`src/rtl/dly_timer.sv`:
```
module dly_timer #(
  parameter int WEIGHT_W = 8,
  parameter int SCALE_A  = 3000,
  parameter int SCALE_B  = 3600
) (
  input  logic                clk,
  input  logic                rst_n,
  input  logic                abort,
  input  logic                trig,
  input  logic [1:0]          mode,
  input  logic [1:0]          psel,
  input  logic [WEIGHT_W-1:0] weight,
  output logic                dly_out
);
  localparam logic [1:0] M_OS = 2'b00;
  localparam logic [1:0] M_DO = 2'b01;
  localparam logic [1:0] M_DR = 2'b10;
  localparam logic [1:0] M_DD = 2'b11;
  localparam int SMAX  = (SCALE_A > SCALE_B) ? SCALE_A : SCALE_B;
  localparam int CNT_W = WEIGHT_W + $clog2(SMAX + 1) + 2;

  logic             trig_q, abort_q, running, out_q;
  logic [CNT_W-1:0] cnt, tgt, scale, span, span_adj, lim;
  logic             start, stop, out_n;

  wire rise       = trig & ~trig_q;
  wire fall       = ~trig & trig_q;
  wire abort_fall = ~abort & abort_q;
  wire fire       = running && (cnt == tgt - CNT_W'(1));

  always_comb begin
    case (psel)
      2'b01:   scale = CNT_W'(SCALE_A);
      2'b10:   scale = CNT_W'(SCALE_B);
      default: scale = CNT_W'(1);
    endcase
  end

  assign span     = (scale * CNT_W'(weight)) << 1;
  assign span_adj = span + CNT_W'(mode != M_OS);
  assign lim      = (span_adj == '0) ? CNT_W'(1) : span_adj;

  always_comb begin
    start = 1'b0;
    stop  = 1'b0;
    out_n = out_q;
    if (abort) begin
      stop  = 1'b1;
      out_n = 1'b1;
    end else if (abort_fall) begin
      if (trig) begin
        case (mode)
          M_DO, M_DD: start = 1'b1;
          M_DR:       out_n = 1'b0;
          default:    ;
        endcase
      end
    end else begin
      case (mode)
        M_OS: begin
          if (rise) begin
            start = 1'b1;
            out_n = 1'b0;
          end else if (fire) begin
            stop  = 1'b1;
            out_n = 1'b1;
          end
        end
        M_DO: begin
          if (!trig) begin
            stop  = 1'b1;
            out_n = 1'b1;
          end else if (rise) begin
            start = 1'b1;
          end else if (fire) begin
            stop  = 1'b1;
            out_n = 1'b0;
          end
        end
        M_DR: begin
          if (trig) begin
            stop  = 1'b1;
            out_n = 1'b0;
          end else if (fall) begin
            start = 1'b1;
          end else if (fire) begin
            stop  = 1'b1;
            out_n = 1'b1;
          end
        end
        default: begin
          if (rise || fall) begin
            start = 1'b1;
          end else if (fire) begin
            stop  = 1'b1;
            out_n = ~trig;
          end
        end
      endcase
    end
  end

  always_ff @(posedge clk or negedge rst_n) begin
    if (!rst_n) begin
      trig_q  <= 1'b0;
      abort_q <= 1'b0;
      running <= 1'b0;
      out_q   <= 1'b1;
      cnt     <= '0;
      tgt     <= CNT_W'(1);
    end else begin
      trig_q  <= trig;
      abort_q <= abort;
      out_q   <= out_n;
      if (start) begin
        running <= 1'b1;
        cnt     <= '0;
        tgt     <= lim;
      end else if (stop) begin
        running <= 1'b0;
        cnt     <= '0;
      end else if (running) begin
        cnt <= cnt + CNT_W'(1);
      end
    end
  end

  assign dly_out = out_q;
endmodule

```
`config.mk`:
```
export PLATFORM = sky130hd
export DESIGN_NAME = dly_timer
export DESIGN_NICKNAME = d
export VERILOG_FILES = /design/src/rtl/dly_timer.sv
export SDC_FILE = /design/constraint.sdc
export NUM_CORES = 1
export LEC_CHECK = 0
export ABC_AREA = 1
export BUFFER_PORTS_ARGS = -buffer_cell sky130_fd_sc_hd__buf_4
export CAP_MARGIN = 20
export CORE_MARGIN = 2
export CORE_UTILIZATION = 28
export DETAILED_ROUTE_END_ITERATION = 16
export GPL_ROUTABILITY_DRIVEN = 0
export PLACE_DENSITY = 0.54
export REMOVE_ABC_BUFFERS = 1
export SYNTH_ARGS = -nofsm -noshare
export SYNTH_HDL_FRONTEND = slang
export SYNTH_SLANG_ARGS = --single-unit
```
`constraint.sdc`:
```
create_clock -name clk -period 2.4 [get_ports clk]
set_clock_uncertainty 0.05 [all_clocks]
set_input_delay 0.12 -clock clk [delete_from_list [all_inputs] [get_ports clk]]
set_output_delay 0.12 -clock clk [all_outputs]
set_load 0.01 [all_outputs]
```
==> results.yml <==
run_status:
  status: "finished with violations"
  violations: "negative setup slack"
worst_hold_path:
  hold_class: "input pin to register"
  worstHoldStart: "weight[1]"
die:
  core_sq_mm: 0.0216
  start_util: 0.282
  die_y_um: 152
  chipWidth_um: 152
  die_area_sq_mm: 0.0230
  pin_count: 17
  std_cell_rows: 54
grt:
  grt_pass1_wl_mm: 28.0
  busiest_layer: "met2"
  grt_use_total: 0.153
  grt_pass1_vias: 6024
  grt-ovfl-total: 0
  grtUsageMet3: 0.0228
  antenna_found_initial: 0
  grt_max_degree: 49
  grtUsageMet1: 0.183
  grt_util_met2: 0.278
job:
  max_cap_viol_count: 0
critical_path:
  r2r_end: "cnt[0]"
  worstPathRequired_ns: 2.59
  crit_family: "adder cells"
  r2r_start: "tgt[0]"
  r2r_setup_slack_ns: -0.16
  r2r.worst_path.cells: 18
  cpMaxStageDelayCell: "fa_1"
  crit_buf_inv: 7
  path_class: "input pin to register"
  start_kind: "input pin"
  critical_path_arrival_ns: 4.35
  cp.depth: 26
  crit_start: "psel[0]"
  crit_top_cell: "nand2_1"
  critPathCapture: "tgt[0]"
  cp_max_fo: 8
  critPathMaxStageDelay_ns: 0.56
  crit_path_end_kind: "register"
clocking:
  clock_sinks: 48
  cts_buffers: 5
  clock_path_buffers: 2
  h-tree-depth: 2
  clk_latency_ns: 0.31
  cts_tree: "yes"
  root_buffer: "clkbuf_16"
  clk_pin_slew_ns: 0.07
route:
  via_count: 5835
  drc: 0
  first_pass_iters: 5
  drt_iter0_drc: 219
  wl_per_cell_um: 12.7
  postRouteAntennaNets: 0
  viasPerCell: 4.43
  wl_mm: 16.7
yosys:
  synth_area_leader_cell: "dfrtp_1"
  yosys.area.top_type_share: 0.188
  netlist_area_sq_mm: 0.00611
  synth_edf_count: 0
  async_flop_share: 1.00
  syn_avg_cell_area_sq_um: 7.05
  ys_types: 42
  synth_flop_cell: "dfrtp_1"
  yosysWarnings: 0
  ys_seq_area_frac: 0.197
  synth_seq_cells: 48
  synth.area.top_cells: "dfrtp_1 (19%), nand2_1 (14%), ha_1 (14%)"
  synthCells: 866
finish:
  finish.utilization: 0.403
  drive_above_1_share: 0.343
  final_common_cell: "nand2_1"
  n_antenna_cell: 0
  fin_nets: 1155
  areaGrowthSynthToFinish_pct: 42.6
  layout_common_cells: "nand2_1 (199), buf_4 (157), inv_1 (139), nor2_1 (57), ha_1 (49)"
sta:
  finalCritPeriodShare: 1.73
  rsz0062_at_grt: "true"
  whs_ns: 0.212
  setup_slack_ns: -1.75
  worst_pin_slew_ns: 0.635
  min_period_ns: 4.15
  drv_slew: 0
  setup_viol: 40
  relSlewSlack: 0.577
  clock.fmax_mhz: 241
  finalHoldViolCount: 0
place:
  hpwl_mm: 13.2
  place.port_buffers: 16
  place_ws_ns: -2.51
pwr:
  p_leak_uw: 0.00447
  p_per_area_mw_per_mm2: 730
  total_power_uw: 6360
  irDropWorstVdd_mv: 0.403
## area by class of cell
| class | instances | area (sq um) |
|---|---|---|
| Clock buffer | 5 | 125 |
| Clock inverter | 3 | 68.8 |
| Fill cell | 2195 | 12900 |
| Inverter | 162 | 613 |
| Multi-Input combinational cell | 644 | 4920 |
| Sequential cell | 48 | 1200 |
| Tap cell | 280 | 350 |
| Timing Repair Buffer | 176 | 1430 |
## logic make-up (layout without fill, tap and decap cells)
logic type               Yosys count  in the layout  share of synthesized area
flip-flops                        48             48                      0.197
AND/OR/NAND/NOR                  424            424                      0.305
multiplexers                       1              1                    0.00164
XOR/XNOR                          48             48                     0.0688
adder cells (fa/ha/maj)          102            102                      0.252
buffers and inverters            174            346                      0.112
AO/OA/AOI/OAI                     69             69                     0.0627
## routing by layer
| metal | routed length [um] | up-vias |
|---|---|---|
| met5 | 0 | - |
| met3 | 549 | 31 |
| met1 | 7380 | 2694 |
| li1 | - | 3014 |
| met4 | 522 | 0 |
| met2 | 8220 | 96 |
## synth_stat cells, types with 2 or more instances
master	count
a21o_1	3
a21oi_1	22
buf_6	2
clkbuf_1	8
dfrtp_1	46
dfstp_2	2
fa_1	35
ha_1	67
inv_1	161
nand2_1	228
nand2_2	3
nand3_1	41
nand3b_1	10
nand4_1	16
nor2_1	90
nor2_2	14
nor2_4	5
nor3_1	8
o21ai_0	32
o21bai_1	4
o31ai_1	2
xnor2_1	15
xor2_1	33
## metrics by stage
step                      cell area (sq um)  TNS [ns]  instances
after global routing                   8710    -32.53       1318
after CTS                              8440    -25.17       1318
after detailed placement               7600    -38.30       1293
after floorplan                        6030    -28.52        854
final                                  8710    -24.47       1318
after global placement                 7600    -37.41       1293
## power breakdown
part | leakage (uW) | total (uW) | internal [uW] | switching, uW
registers | 0.000630 | 1130 | 956 | 177
logic | 0.00374 | 4280 | 2030 | 2250
clock network | 0.0000944 | 941 | 601 | 339
## flip-flops by register name (all words and copies together), names as in the netlist
signal,cells
running,1
trig_q,1
cnt,22
dly_out,1
tgt,22
abort_q,1
## how the worst min path moves through the flow
stage,endpoint,slack (ns),cells after the start
2_1_floorplan,abort_q,-0.23,0
3_3_place_gp,cnt[1],0.14,1
3_5_place_dp,cnt[1],0.14,1
4_1_cts,tgt[2],0.21,4
5_1_grt,tgt[3],0.24,4
6_report,tgt[2],0.21,4
## tightest hold or removal path, delay by kind of cell
family | cells | cell delay, ns
buffers and inverters | 2 | 0.23
and+or+nand+nor | 1 | 0.09
AOI/OAI and AO/OA | 1 | 0.08
## repair_timing
action | CTS | global route
pin swaps | 63 | 61
cloned | 2 | 0
setup endpoints to repair | 41 | 41
setup buffers | 13 | 6
gates resized for setup | 118 | 84
hold endpoints to repair | 48 | 0
hold buffers | 3 | 0
Note: power is estimated with default switching activity, not from simulation.
